[config.mk]
export PLATFORM = sky130hd
export DESIGN_NAME = ecc1_spare_packer
export DESIGN_NICKNAME = d
export VERILOG_FILES = /design/src/rtl/ecc1_pack_pkg.sv /design/src/rtl/ecc1_code_fmt.sv /design/src/rtl/ecc1_seq_ctrl.sv /design/src/rtl/ecc1_spare_packer.sv
export SDC_FILE = /design/constraint.sdc
export NUM_CORES = 1
export LEC_CHECK = 0
export CAP_MARGIN = 20
export CORE_ASPECT_RATIO = 0.6
export CORE_MARGIN = 4
export CORE_UTILIZATION = 45
export DETAILED_ROUTE_END_ITERATION = 10
export PLACE_DENSITY = 0.71
export SLEW_MARGIN = 15
export SYNTH_ARGS = -nofsm -noshare
export SYNTH_HDL_FRONTEND = slang
export SYNTH_HIERARCHICAL = 1
export SYNTH_SLANG_ARGS = --single-unit
[constraint.sdc]
create_clock -name clk -period 3.8 [get_ports clk]
set_clock_uncertainty 0.2 [all_clocks]
set_input_delay 1.14 -clock clk [delete_from_list [all_inputs] [get_ports clk]]
set_output_delay 1.14 -clock clk [all_outputs]
set_load 0.1 [all_outputs]
[src/rtl/ecc1_pack_pkg.sv]
package ecc1_pack_pkg;
  localparam int IDX_W    = 7;   // spare index width (up to 128 bytes)
  localparam int CNT_W    = 4;   // sector counter width (up to 8 sectors)
  localparam int CODE_BYTES = 3;
  localparam int BC_W     = $clog2(CODE_BYTES);

  typedef enum logic [1:0] {ST_IDLE, ST_FILL, ST_EMIT} pk_state_e;

  function automatic logic [IDX_W-1:0] base_of(input logic [1:0] sel);
    case (sel)
      2'd0:    base_of = IDX_W'(0);
      2'd1:    base_of = IDX_W'(40);
      default: base_of = IDX_W'(80);
    endcase
  endfunction

  function automatic logic [IDX_W-1:0] last_of(input logic [1:0] sel);
    case (sel)
      2'd0:    last_of = IDX_W'(15);
      2'd1:    last_of = IDX_W'(63);
      default: last_of = IDX_W'(127);
    endcase
  endfunction

  function automatic logic [CNT_W-1:0] nsect_of(input logic [1:0] sel);
    case (sel)
      2'd0:    nsect_of = CNT_W'(1);
      2'd1:    nsect_of = CNT_W'(4);
      default: nsect_of = CNT_W'(8);
    endcase
  endfunction
endpackage

[src/rtl/ecc1_code_fmt.sv]
module ecc1_code_fmt #(
  parameter int RAW_W  = 32,
  parameter int HALF_W = 12,
  parameter int HI_LSB = 16,
  localparam int CODE_W = 2 * HALF_W
) (
  input  logic [RAW_W-1:0]  raw,
  output logic [CODE_W-1:0] code
);
  logic [CODE_W-1:0] joined;
  logic              unused_bits;

  assign joined      = {raw[HI_LSB +: HALF_W], raw[HALF_W-1:0]};
  assign code        = ~joined;
  assign unused_bits = ^{raw[HI_LSB-1:HALF_W], raw[RAW_W-1:HI_LSB+HALF_W]};
endmodule

[src/rtl/ecc1_seq_ctrl.sv]
module ecc1_seq_ctrl
  import ecc1_pack_pkg::*;
(
  input  logic             clk,
  input  logic             rst_n,
  input  logic             page_start,
  input  logic [1:0]       page_sel,
  input  logic             sect_done,
  output pk_state_e        st,
  output logic [IDX_W-1:0] idx,
  output logic [BC_W-1:0]  bcnt,
  output logic             load,
  output logic             ovf
);
  pk_state_e        st_q, st_d;
  logic [1:0]       sel_q, sel_d;
  logic [IDX_W-1:0] wptr_q, wptr_d, fill_q, fill_d;
  logic [BC_W-1:0]  bcnt_q, bcnt_d;
  logic [CNT_W-1:0] scnt_q, scnt_d;
  logic             ovf_q, ovf_d;
  logic             en;

  always_comb begin
    st_d = st_q; sel_d = sel_q; wptr_d = wptr_q; fill_d = fill_q;
    bcnt_d = bcnt_q; scnt_d = scnt_q; ovf_d = ovf_q; load = 1'b0;
    if (page_start) begin
      st_d   = ST_FILL;
      sel_d  = page_sel;
      wptr_d = base_of(page_sel);
      fill_d = '0;
      bcnt_d = '0;
      scnt_d = '0;
      ovf_d  = 1'b0;
    end else begin
      case (st_q)
        ST_FILL: begin
          fill_d = fill_q + 1'b1;
          if (fill_q == last_of(sel_q)) st_d = ST_IDLE;
        end
        ST_EMIT: begin
          wptr_d = wptr_q + 1'b1;
          bcnt_d = bcnt_q + 1'b1;
          if (bcnt_q == BC_W'(CODE_BYTES - 1)) begin
            st_d   = ST_IDLE;
            bcnt_d = '0;
          end
        end
        default: begin
          if (sect_done) begin
            if (scnt_q == nsect_of(sel_q)) begin
              ovf_d = 1'b1;
            end else begin
              load   = 1'b1;
              st_d   = ST_EMIT;
              scnt_d = scnt_q + 1'b1;
            end
          end
        end
      endcase
    end
  end

  assign en = page_start | sect_done | (st_q != ST_IDLE);

  always_ff @(posedge clk or negedge rst_n) begin
    if (!rst_n) begin
      st_q <= ST_IDLE; sel_q <= 2'd0; wptr_q <= '0; fill_q <= '0;
      bcnt_q <= '0; scnt_q <= '0; ovf_q <= 1'b0;
    end else if (en) begin
      st_q <= st_d; sel_q <= sel_d; wptr_q <= wptr_d; fill_q <= fill_d;
      bcnt_q <= bcnt_d; scnt_q <= scnt_d; ovf_q <= ovf_d;
    end
  end

  assign st   = st_q;
  assign idx  = (st_q == ST_FILL) ? fill_q : wptr_q;
  assign bcnt = bcnt_q;
  assign ovf  = ovf_q;

  p_idx_in_spare_r4: assert property (@(posedge clk) disable iff (!rst_n)
    (st_q != ST_IDLE) |-> (idx <= last_of(sel_q)));
  p_sect_limit_r5: assert property (@(posedge clk) disable iff (!rst_n)
    scnt_q <= nsect_of(sel_q));
  p_ovf_sticky_r7: assert property (@(posedge clk) disable iff (!rst_n)
    (ovf_q && !page_start) |=> ovf_q);
  p_busy_no_count_r8: assert property (@(posedge clk) disable iff (!rst_n)
    (st_q != ST_IDLE && !page_start) |=> $stable(scnt_q));
  p_consec_idx_r3: assert property (@(posedge clk) disable iff (!rst_n)
    (st_q == ST_EMIT && !page_start && bcnt_q != BC_W'(CODE_BYTES - 1))
      |=> (idx == $past(idx) + 1'b1));
endmodule

[src/rtl/ecc1_spare_packer.sv]
module ecc1_spare_packer
  import ecc1_pack_pkg::*;
#(
  parameter int RAW_W  = 32,
  parameter int HALF_W = 12,
  localparam int CODE_W = 2 * HALF_W
) (
  input  logic             clk,
  input  logic             rst_n,
  input  logic             page_start,
  input  logic [1:0]       page_sel,
  input  logic             sect_done,
  input  logic [RAW_W-1:0] raw_par,
  output logic             wr_valid,
  output logic [IDX_W-1:0] wr_idx,
  output logic [7:0]       wr_byte,
  output logic             busy,
  output logic             overflow
);
  pk_state_e         st;
  logic [BC_W-1:0]   bcnt;
  logic              load;
  logic [CODE_W-1:0] code_w, code_q;
  logic [7:0]        emit_byte;

  ecc1_code_fmt #(.RAW_W(RAW_W), .HALF_W(HALF_W), .HI_LSB(16)) u_fmt (
    .raw (raw_par),
    .code(code_w)
  );

  ecc1_seq_ctrl u_ctrl (
    .clk       (clk),
    .rst_n     (rst_n),
    .page_start(page_start),
    .page_sel  (page_sel),
    .sect_done (sect_done),
    .st        (st),
    .idx       (wr_idx),
    .bcnt      (bcnt),
    .load      (load),
    .ovf       (overflow)
  );

  always_ff @(posedge clk or negedge rst_n) begin
    if (!rst_n)     code_q <= '0;
    else if (load)  code_q <= code_w;
  end

  always_comb begin
    emit_byte = 8'h00;
    for (int b = 0; b < CODE_BYTES; b++)
      if (bcnt == BC_W'(b)) emit_byte = code_q[b*8 +: 8];
  end

  assign wr_valid = (st != ST_IDLE);
  assign busy     = (st != ST_IDLE);
  assign wr_byte  = (st == ST_FILL) ? 8'hFF : emit_byte;

  p_load_from_idle_r8: assert property (@(posedge clk) disable iff (!rst_n)
    load |=> (wr_valid && $past(!busy)));
endmodule

== Yosys cells after proc, flatten, opt, wreduce, memory -nomap -nowiden ==
Index checks and enable logic that the tools add are counted.
Cells by class
  reduce and logical (&&, ||, !) cells: 16
  multiplexer cells: 38
  $add $sub $neg: 4
  bitwise operators: 3
  equality and inequality tests: 13
Operator list (count)
  7-bit 2-to-1 mux: 7
  8-bit 2-to-1 mux: 4
  4-bit 2-to-1 mux: 7
  7-bit one-hot mux with 2 select lines: 2
  24-bit NOT: 1
  2-bit 2-to-1 mux: 8
  7-bit by 1-bit adder with 7-bit output (second input constant): 2
  2-bit nonzero test: 5
  2-bit by 1-bit equality test with 1-bit output (second input constant): 4
  1-bit 2-to-1 mux: 8
  4-bit one-hot mux with 2 select lines: 1
  4-bit AND reduction: 2
  7-bit equality test: 1
  2-bit zero test: 3
  2-bit AND reduction: 3
  5-bit AND reduction: 1
  4-bit by 1-bit adder with 4-bit output (second input constant): 1
  2-bit equality test (second input constant): 2
  4-bit equality test: 1
  4-bit != test (second input constant): 1
  2-bit one-hot mux with 2 select lines: 1
  4-bit nonzero test: 1
  3-bit by 2-bit != test with 1-bit output (second input constant): 1
  3-bit != test (second input constant): 1
  other kinds (5): 6
Storage, ports and cells
  output and inout port bits: 18
  word-level logic and storage cells: 82
  flip-flop bits (word level): 49
  input bits: 38

== Depth between registers and ports, before layout ==
Gate-level depths: netlist of the first run.
  word-level depth: 10
  mapped depth: 8
  gate-level depth less buffers: 6

== Cells and area by module ==
The synthesis of the first run kept the hierarchy.
Modules (own cells, without submodules)
  ecc1_seq_ctrl: cells an instance 152, seq. area each 625.6 um^2, area each 1510.2 um^2, times used 1
  ecc1_spare_packer: cells an instance 83, seq. area each 600.6 um^2, area each 1257.5 um^2, times used 1
  ecc1_code_fmt: cells an instance 24, seq. area each 0.0 um^2, area each 90.1 um^2, times used 1

== Worst setup path before layout of the first run ==
No wires, ideal clock.
  path kind: register to output
  start point: register u_ctrl.bcnt_q[1] (netlist: u_ctrl/bcnt[1])
  end point: output port wr_byte[5]
  buffers on the path: 2
  setup slack: 0.223 ns
  data arrival time: 2.237 ns
  stages on the path, launching flop included: 5
  data required time: 2.460 ns
  cell sequence: dfrtp_1 > buf_6 > buf_8 > mux2i_1 > o211ai_1
On the way
  longest elaborated chain between the ends: 5
  elaborated cells on any way between the ends: 7
  those cells by class: 2 x eq/ne; 4 x mux; 1 x reduce/logical
RTL lines
  from (decl): line ecc1_seq_ctrl.sv:18  | logic [BC_W-1:0] bcnt_q, bcnt_d;
  from (signal assigned): line ecc1_seq_ctrl.sv:71  | bcnt_q <= bcnt_d; scnt_q <= scnt_d; ovf_q <= ovf_d;
  2-bit zero test: line ecc1_spare_packer.sv:52  | if (bcnt == BC_W'(b)) emit_byte = code_q[b*8 +: 8];
  8-bit 2-to-1 mux (2 in series): line ecc1_spare_packer.sv:52
  8-bit 2-to-1 mux (*): line ecc1_spare_packer.sv:52
  8-bit 2-to-1 mux (*): line ecc1_spare_packer.sv:57  | assign wr_byte = (st == ST_FILL) ? 8'hFF : emit_byte;
  to (decl): line ecc1_spare_packer.sv:16  | output logic [7:0] wr_byte,
Every way passes the cells marked *; elsewhere a longest branch is shown, timed or not.

== Final worst setup path of the first run ==
  start point: register u_ctrl.st_q[1] (netlist: u_ctrl/st[1])
  end point: output port wr_idx[2]
On the way
  longest elaborated chain between the ends: 2
RTL lines
  from (decl): line ecc1_seq_ctrl.sv:15  | pk_state_e st_q, st_d;
  from (signal assigned): line ecc1_seq_ctrl.sv:70  | st_q <= st_d; sel_q <= sel_d; wptr_q <= wptr_d; fill_q <= fill_d;
  2-bit by 1-bit equality test with 1-bit output: line ecc1_seq_ctrl.sv:76  | assign idx = (st_q == ST_FILL) ? fill_q : wptr_q;
  7-bit 2-to-1 mux: line ecc1_seq_ctrl.sv:76
  to (decl): line ecc1_spare_packer.sv:15  | output logic [IDX_W-1:0] wr_idx,
No other way between the ends.

==> impl_metrics.tcl, run 1 <==
set metrics [dict create \
    status "complete, no violations" \
    drtPass1Iterations 4 \
    place.gp.congestion 0.800 \
    final_cell_mix "dfrtp_1, inv_1, clkdlybuf4s50_1" \
    synth_edf_count 0 \
    drive_above_1_share 0.209 \
    synth_area_mm2 0.00286 \
    hold_depth 1 \
    r2r-end "code_q[15]$_DFFE_PN0P_" \
    ys_warn_count 6 \
    die_area_mm2 0.00773 \
    async_flop_share 1.00 \
    worst_hold_slack_ns 0.320 \
    antenna_found_initial 0 \
    grt_pass1_vias 1935 \
    fin_ws_ns 0.338 \
    peakVddDrop_mv 0.297 \
    root_buffer "clkbuf_8" \
    vias 1986 \
    ys_types 51 \
    htree_levels 2 \
    clk_pin_slew_worst_paths_ns 0.10 \
    dpl_worst_slack_ns 0.668 \
    multiInputGateArea_mm2 0.00140 \
    cts_buffer_depth 2 \
    ys.flop_type "dfrtp_1" \
    wire_per_inst_um 15.1 \
    start_util 0.466 \
    synth_nets 303 \
    grt-ovfl-total 0 \
    fp-row-count 22 \
    die_y_um 69.7 \
    io_buffers 47 \
    worstPathRequired_ns 2.46 \
    numClockSinks 49 \
    clock.fmax_mhz 289 \
    path_cells "inv_1 > ha_1 > mux2_1 > buf_4" \
    final_common_cell "dfrtp_1" \
    setup_viol 0 \
    p_leak_nw 1.57 \
    grt_max_degree 28 \
    grt_usage 0.153 \
    register_area_mm2 0.00123 \
    cellPowerDensity_mw_per_mm2 767 \
    r2r-start "u_ctrl/sel_q[1]$_DFFE_PN0P_" \
    ant_nets 0 \
    vias_per_cell 5.15 \
    finalWirelength_mm 5.82 \
    area_growth_pct 20.5 \
    synthCells 259 \
    hold_start "code_q[23]$_DFFE_PN0P_" \
    ios 56 \
    cts_tree "yes" \
    cts-buffers-inserted 5 \
    rsz0062_at_grt "no" \
    synth.avg_cell_area_um2 11.0 \
    hold_viol 0 \
    setup_tns_ns 0 \
    postCtsHoldBufs 0 \
    drv_slew 0 \
    yosysSeqAreaShare 0.429 \
    ctsResizeCount 0 \
    hold_path_class "reg -> reg" \
    die_width_um 111 \
    start_kind "flop" \
    crit_fanout 16 \
    clk_latency_ns 0.30 \
    num_antenna_cells 0 \
    dp_hpwl_mm 4.23 \
    endpoint_kind "primary output" \
    arrival_ns 2.12 \
    core_mm2 0.00614 \
    grt_pass1_wl_mm 9.72 \
    n_fill_cell 544 \
    worst_path_max_delay_cell "ha_1" \
    min_period_ns 3.46 \
    cap_violations 0 \
    relSlewSlack 0.492 \
    critical_path_class "reg -> out" \
    remaining_drc_errors 0 \
    worst_slew_pin_slew_ns 0.761 \
    finalCritPeriodShare 0.911 \
    crit_path_max_incr_delay_ns 0.58 \
    reg2reg_depth 6 \
    nets 345 \
    ys_ff_latch 49 \
    reg2reg_slack_ns 1.34 \
    drt_iter0_drc 70 \
    postCtsSetupBuffers 0 \
    min_to "code_q[23]$_DFFE_PN0P_" \
]
## critical path: cells and delay by family, from the launching register on
kind / cells / cell delay, ns
buffers and inverters: 2 / 0.39
multiplexers: 1 / 0.38
flip-flops: 1 / 0.46
adder cells (fa/ha/maj): 1 / 0.58
## metal layers
metal	GRT usage	up-vias	routed length, um
li1	-	968	-
met1	0.232	968	2970
met2	0.221	48	2500
met3	0.0349	2	318
met4	0.0355	0	34
met5	0	-	0
## power by group
part           switching (mW)  internal (mW)
Combinational           0.911          0.489
Clock                   0.177          0.262
Sequential              0.124          0.681
Total                    1.21           1.43
## state kept, by name (all words and copies together), names as in the netlist
register / count
code_q: 24
u_ctrl/fill_q: 7
u_ctrl/wptr_q: 7
u_ctrl/scnt_q: 4
u_ctrl/bcnt: 2
u_ctrl/sel_q: 2
u_ctrl/st: 2
u_ctrl/ovf: 1
## layout make-up
type | count | share of cell area
Inverter | 29 | 0.0316
Sequential cell | 49 | 0.356
Multi-Input combinational cell | 165 | 0.405
Clock buffer | 5 | 0.0200
Timing Repair Buffer | 51 | 0.138
Clock inverter | 3 | 0.0189
Tap cell | 84 | 0.0305
## cell families after synthesis
family | after synthesis | synth area share
and+or+nand+nor | 72 | 0.145
muxes | 42 | 0.188
buffers and inverters | 45 | 0.0845
DFF | 49 | 0.429
xor gates and xnor gates | 13 | 0.0398
AOI/OAI and AO/OA | 32 | 0.0867
adders and majority gates | 6 | 0.0263
## cells in the mapped netlist (2+ instances only)
cell      count  area share
mux2_1        9       0.035
nand2_1      11       0.014
clkbuf_1      5      0.0066
nand4b_1      2      0.0061
o211ai_1      9       0.024
o21ai_1       3      0.0053
and2_1        3      0.0066
inv_1        29       0.038
nor2b_1       3      0.0066
mux2i_1       8       0.028
or3_1         2      0.0044
buf_12        2       0.014
xor2_1       12       0.037
ha_1          6       0.026
nor3_1        3      0.0053
buf_1         2      0.0026
nand4_1       6       0.013
mux2_4       20        0.11
mux2_2        5       0.020
and3_1        3      0.0066
nand3b_1      8       0.021
nand3_1       7       0.012
buf_6         3       0.012
dfrtp_1      49        0.43
nor2_1       13       0.017
a21oi_1       8       0.014
a21boi_1      2      0.0053
nand2b_1      3      0.0066
## stage by stage
stage	instance area, um2	utilization	total power [mW]	cells
finish	3440	0.561	2.64	386
global route	3440	0.561	2.77	386
CTS	3440	0.561	2.66	386
detailed placement	3310	0.539	2.22	378
global placement	3310	0.539	2.19	378
floorplan	2860	-	1.93	259
## how the worst max path moves through the flow
| stage | end | from | depth (start not counted) |
|---|---|---|---|
| after floorplan | wr_byte[5] | u_ctrl/bcnt[1]$_DFFE_PN0P_ | 4 |
| after CTS | wr_idx[2] | u_ctrl/st[1]$_DFFE_PN0P_ | 4 |
| after global routing | wr_idx[4] | u_ctrl/st[1]$_DFFE_PN0P_ | 4 |
| after global placement | code_q[15]$_DFFE_PN0P_ | sect_done | 5 |
| final | wr_idx[2] | u_ctrl/st[1]$_DFFE_PN0P_ | 4 |
| after detailed placement | code_q[15]$_DFFE_PN0P_ | sect_done | 5 |
Power figures use the tool's default switching activity.
==> inputs of run 2 (changes only) <==
--- a/config.mk
+++ b/config.mk
@@ -8,9 +8,8 @@
 export CAP_MARGIN = 20
 export CORE_ASPECT_RATIO = 0.6
 export CORE_MARGIN = 4
-export CORE_UTILIZATION = 45
+export CORE_UTILIZATION = 30
 export DETAILED_ROUTE_END_ITERATION = 10
-export PLACE_DENSITY = 0.71
 export SLEW_MARGIN = 15
 export SYNTH_ARGS = -nofsm -noshare
 export SYNTH_HDL_FRONTEND = slang
==> run 2 against run 1 <==
Net effect:
- clock power rose by 30%
- flip-flop and latch count did not move
- critical path depth unchanged
- hold slack got worse by 0.012 ns
- die area rose by 45%
- cell count increased by 12%
- wire length increased by 4.0%
- largest cell class unchanged
==> impl_metrics.tcl, run 2 (synthesis results as in run 1) <==
set metrics [dict create \
    fin_util 0.393 \
    grt_pass1_vias 1903 \
    crit_fanout 16 \
    critical_path_class "reg -> out" \
    fin_ws_ns 0.368 \
    setup_tns_ns 0 \
    grt_pass1_wl_mm 10.0 \
    worstPathRequired_ns 2.46 \
    ios 56 \
    peakVddDrop_mv 0.325 \
    drive_above_1_share 0.211 \
    crit_path_max_incr_delay_ns 0.59 \
    grtUsageMet1 0.176 \
    arrival_ns 2.09 \
    p_leak_nw 1.62 \
    clk_latency_ns 0.29 \
    hold_viol 0 \
    place.gp.congestion 0.781 \
    endpoint_kind "primary output" \
    cts-buffers-inserted 5 \
    worst_slew_pin_slew_ns 0.743 \
    met2_usage 0.143 \
    dp_hpwl_mm 4.51 \
    status "complete, no violations" \
    vias_per_cell 4.48 \
    grt_max_degree 34 \
    start_util 0.310 \
    design_area_mm2 0.00363 \
    num_antenna_cells 0 \
    cts_tree "yes" \
    remaining_drc_errors 0 \
    die_y_um 83.6 \
    core_mm2 0.00922 \
    power.total_mw 2.82 \
    vias 1939 \
    hold_path_class "reg -> reg" \
    worst_path_max_delay_cell "ha_1" \
    path_cells "inv_1 > ha_1 > mux2_1 > buf_12" \
    place_area_mm2 0.00344 \
    antenna_found_initial 0 \
    clk_pin_slew_worst_paths_ns 0.07 \
    fp-row-count 27 \
    root_buffer "clkbuf_16" \
    path_delay_family "adder cells" \
    reg.largest.list "code_q x24, u_ctrl/fill_q x7, u_ctrl/wptr_q x7" \
    postCtsHoldBufs 0 \
    finalWirelength_mm 6.06 \
    die_area_mm2 0.0112 \
    finalCritPeriodShare 0.903 \
    drtPass1Iterations 4 \
    grt_usage 0.110 \
    drt_iter0_drc 130 \
    numClockSinks 49 \
    start_kind "flop" \
    grt-ovfl-total 0 \
    worst_hold_slack_ns 0.308 \
    cts_buffer_depth 2 \
    ant_nets 0 \
    area_growth_pct 27.0 \
    wire_per_inst_um 14.0 \
    cap_violations 0 \
    grt_use_met3 0.0307 \
    regMostFlops "code_q" \
    final_cell_mix "dfrtp_1, inv_1, clkdlybuf4s50_1" \
    min_period_ns 3.43 \
    busiest_layer "met1" \
    ctsResizeCount 0 \
    htree_levels 2 \
    drv_slew 0 \
    n_fill_cell 895 \
    dpl_worst_slack_ns 0.699 \
    cellPowerDensity_mw_per_mm2 778 \
    largest_reg_flops 24 \
    clock.fmax_mhz 291 \
    setup_viol 0 \
    final_common_cell "dfrtp_1" \
    rsz0062_at_grt "no" \
    die_width_um 134 \
    io_buffers 47 \
    relSlewSlack 0.505 \
    placed_cells 425 \
    postCtsSetupBuffers 0 \
    nets 346 \
    critical_path_buf_inv_count 2 \
    layoutNonFillerInstCount 433 \
]
==> run 2: cell types whose count changed in the layout (fill, tap and decap cells not counted) <==
cell	previous run	this run
clkbuf_16	0	5
clkbuf_8	5	0
buf_12	2	7
buf_4	20	16
==> run 2: worst register-to-register path: stages (launching register included) <==
cell and delay [ns]:
dfrtp_1 0.48, and4bb_4 0.24, o21ai_1 0.30, nand2_1 0.17
nor3_2 0.13, buf_4 0.41, mux2_2 0.39
==> run 2: routing by layer <==
metal | vias to the layer above | part of all wire
met4 | 0 | 0.0059
met5 | - | 0
li1 | 982 | -
met1 | 916 | 0.55
met3 | 5 | 0.038
met2 | 36 | 0.40
==> run 2: layout make-up <==
cell class	count	area [um2]	area share
multi-input combinational	165	1400	0.384
sequential	49	1230	0.338
timing repair buffer	52	546	0.150
tap	130	163	0.0448
clock buffer	5	125	0.0345
inverter	29	109	0.0300
clock inverter	3	65.1	0.0179
==> run 2: power breakdown <==
group          total (mW)  leakage, nW  internal, mW  switching (mW)
Combinational        1.45        0.910         0.531           0.916
Clock               0.569       0.0938         0.376           0.193
Sequential          0.808        0.615         0.682           0.125
==> run 2: path summary, 6_finish.rpt <==
kind	start	to	slack, ns	cells past startpoint
min	code_q[0]$_DFFE_PN0P_	code_q[0]$_DFFE_PN0P_	0.31	1
max reg2reg	u_ctrl/sel_q[1]$_DFFE_PN0P_	code_q[23]$_DFFE_PN0P_	1.39	6
max in group asynchronous	rst_n	u_ctrl/fill_q[0]$_DFFE_PN0P_	2.07	2
max	u_ctrl/st[1]$_DFFE_PN0P_	wr_idx[6]	0.37	4
min reg2reg	code_q[0]$_DFFE_PN0P_	code_q[0]$_DFFE_PN0P_	0.31	1
min in group asynchronous	rst_n	code_q[17]$_DFFE_PN0P_	0.71	1
==> inputs of run 3 (changes only) <==
--- a/config.mk
+++ b/config.mk
@@ -7,10 +7,10 @@
 export LEC_CHECK = 0
 export CAP_MARGIN = 20
 export CORE_ASPECT_RATIO = 0.6
-export CORE_MARGIN = 4
+export CORE_MARGIN = 3
 export CORE_UTILIZATION = 30
 export DETAILED_ROUTE_END_ITERATION = 10
-export SLEW_MARGIN = 15
+export SLEW_MARGIN = 0
 export SYNTH_ARGS = -nofsm -noshare
 export SYNTH_HDL_FRONTEND = slang
 export SYNTH_HIERARCHICAL = 1
==> run 3 against run 2 <==
Net effect:
- sequential share of layout area rose by 0.29 points
- critical path depth unchanged
- utilization grew 1.2 points
- global-route usage rose by 0.63 points
- via count is 2.6% higher
- clock power shrank 8.3%
- die area is 3.8% lower
- critical path type unchanged
- largest power group unchanged
- non-clock buffer count unchanged
==> impl_metrics.tcl, run 3 (synthesis results as in run 1) <==
set metrics [dict create \
    hold_path_class "reg -> reg" \
    vias 1990 \
    endpoint_kind "primary output" \
    wire_per_inst_um 13.9 \
    intPower_mw 1.53 \
    final_common_cell "dfrtp_1" \
    area_growth_pct 25.9 \
    crit_fanout 16 \
    die_y_um 81.6 \
    hold_start "code_q[0]$_DFFE_PN0P_" \
    reg.largest.list "code_q x24, u_ctrl/fill_q x7, u_ctrl/wptr_q x7" \
    r2r-start "u_ctrl/sel_q[1]$_DFFE_PN0P_" \
    final_cell_mix "dfrtp_1, inv_1, clkdlybuf4s50_1" \
    critical_path_class "reg -> out" \
    min_period_ns 3.44 \
    fin_util 0.405 \
    clock.fmax_mhz 290 \
    grt_max_degree 25 \
    cts-buffers-inserted 5 \
    rsz0062_at_grt "no" \
    clk_latency_ns 0.29 \
    p_sw_mw 1.23 \
    switching_share 0.445 \
    htree_levels 2 \
    regMostFlops "code_q" \
    finalCritPeriodShare 0.906 \
    cap_violations 0 \
    num_antenna_cells 0 \
    start_util 0.322 \
    place.gp.congestion 0.754 \
    grt-ovfl-total 0 \
    cellPowerDensity_mw_per_mm2 766 \
    vias_per_cell 4.64 \
    cts_buffer_depth 2 \
    drt_iter0_drc 60 \
    fin_ws_ns 0.357 \
    grt_usage 0.116 \
    die_width_um 132 \
    postCtsHoldBufs 0 \
    status "complete, no violations" \
    drtPass1Iterations 4 \
    antenna_found_initial 0 \
    p_leak_nw 1.61 \
    die_area_mm2 0.0108 \
    worst_slew_pin_slew_ns 0.710 \
    setup_viol 0 \
    cp-startpoint "u_ctrl/st[1]$_DFFE_PN0P_" \
    setup_tns_ns 0 \
    hold_viol 0 \
    ctsResizeCount 0 \
    worst_hold_slack_ns 0.309 \
    relSlewSlack 0.527 \
    ios 56 \
    io_buffers 47 \
    pwr-share-comb 0.517 \
    ant_nets 0 \
    grt_pass1_wl_mm 9.87 \
    root_buffer "clkbuf_16" \
    largest_reg_flops 24 \
    seq_power_share 0.293 \
    dp_hpwl_mm 4.41 \
    drv_slew 0 \
    dpl_worst_slack_ns 0.671 \
    nets 346 \
    n_fill_cell 863 \
    start_kind "flop" \
    clkPwrFrac 0.189 \
    numClockSinks 49 \
    grt_pass1_vias 1904 \
    core_mm2 0.00888 \
    postCtsSetupBuffers 0 \
    finalWirelength_mm 5.98 \
    drive_above_1_share 0.211 \
    cts_tree "yes" \
    remaining_drc_errors 0 \
    peakVddDrop_mv 0.357 \
    clk_pin_slew_worst_paths_ns 0.06 \
    arrival_ns 2.10 \
    fp-row-count 26 \
    worstPathRequired_ns 2.46 \
]
==> run 3: critical path: stages, from the launching register on <==
cell and delay (ns):
dfrtp_1 0.45, inv_1 0.15, ha_1 0.59, mux2_1 0.39
buf_4 0.24
==> run 3: power by group through the flow <==
| stage | sequential [mW] | combinational [mW] | clock (mW) |
|---|---|---|---|
| after CTS | 0.809 | 1.44 | 0.539 |
| after floorplan | 0.771 | 1.16 | 0 |
| after global routing | 0.834 | 1.51 | 0.565 |
| after detailed placement | 0.813 | 1.44 | 0 |
| after global placement | 0.811 | 1.42 | 0 |
| final | 0.808 | 1.43 | 0.522 |
==> run 3: worst paths after layout <==
| path | endpoint | slack (ns) | cells after the start |
|---|---|---|---|
| min reg2reg | code_q[0]$_DFFE_PN0P_ | 0.31 | 1 |
| max | wr_idx[4] | 0.36 | 4 |
| max reg2reg | code_q[23]$_DFFE_PN0P_ | 1.31 | 6 |
| max in group asynchronous | code_q[6]$_DFFE_PN0P_ | 2.14 | 2 |
| min in group asynchronous | code_q[18]$_DFFE_PN0P_ | 0.64 | 1 |
| min | code_q[0]$_DFFE_PN0P_ | 0.31 | 1 |
==> run 3: stage by stage <==
stage | area (um2) | total power [mW] | cells
finish | 3600 | 2.76 | 429
global route | 3600 | 2.91 | 429
CTS | 3600 | 2.79 | 429
detailed placement | 3420 | 2.25 | 421
global placement | 3420 | 2.23 | 421
floorplan | 2860 | 1.93 | 259
==> run 3: layout make-up <==
cell class,count,area (um2),area share
Inverter,29,109,0.0303
Tap cell,126,158,0.0438
Multi-Input combinational cell,165,1400,0.388
Sequential cell,49,1230,0.341
Clock buffer,6,139,0.0386
Clock inverter,2,37.5,0.0104
Timing Repair Buffer,52,533,0.148
==> run 3: per-layer routing <==
layer  wire length (um)  global-route usage
met2               2390               0.153
met3                211              0.0312
met4                 74              0.0346
met1               3310               0.181
met5                  0                   0
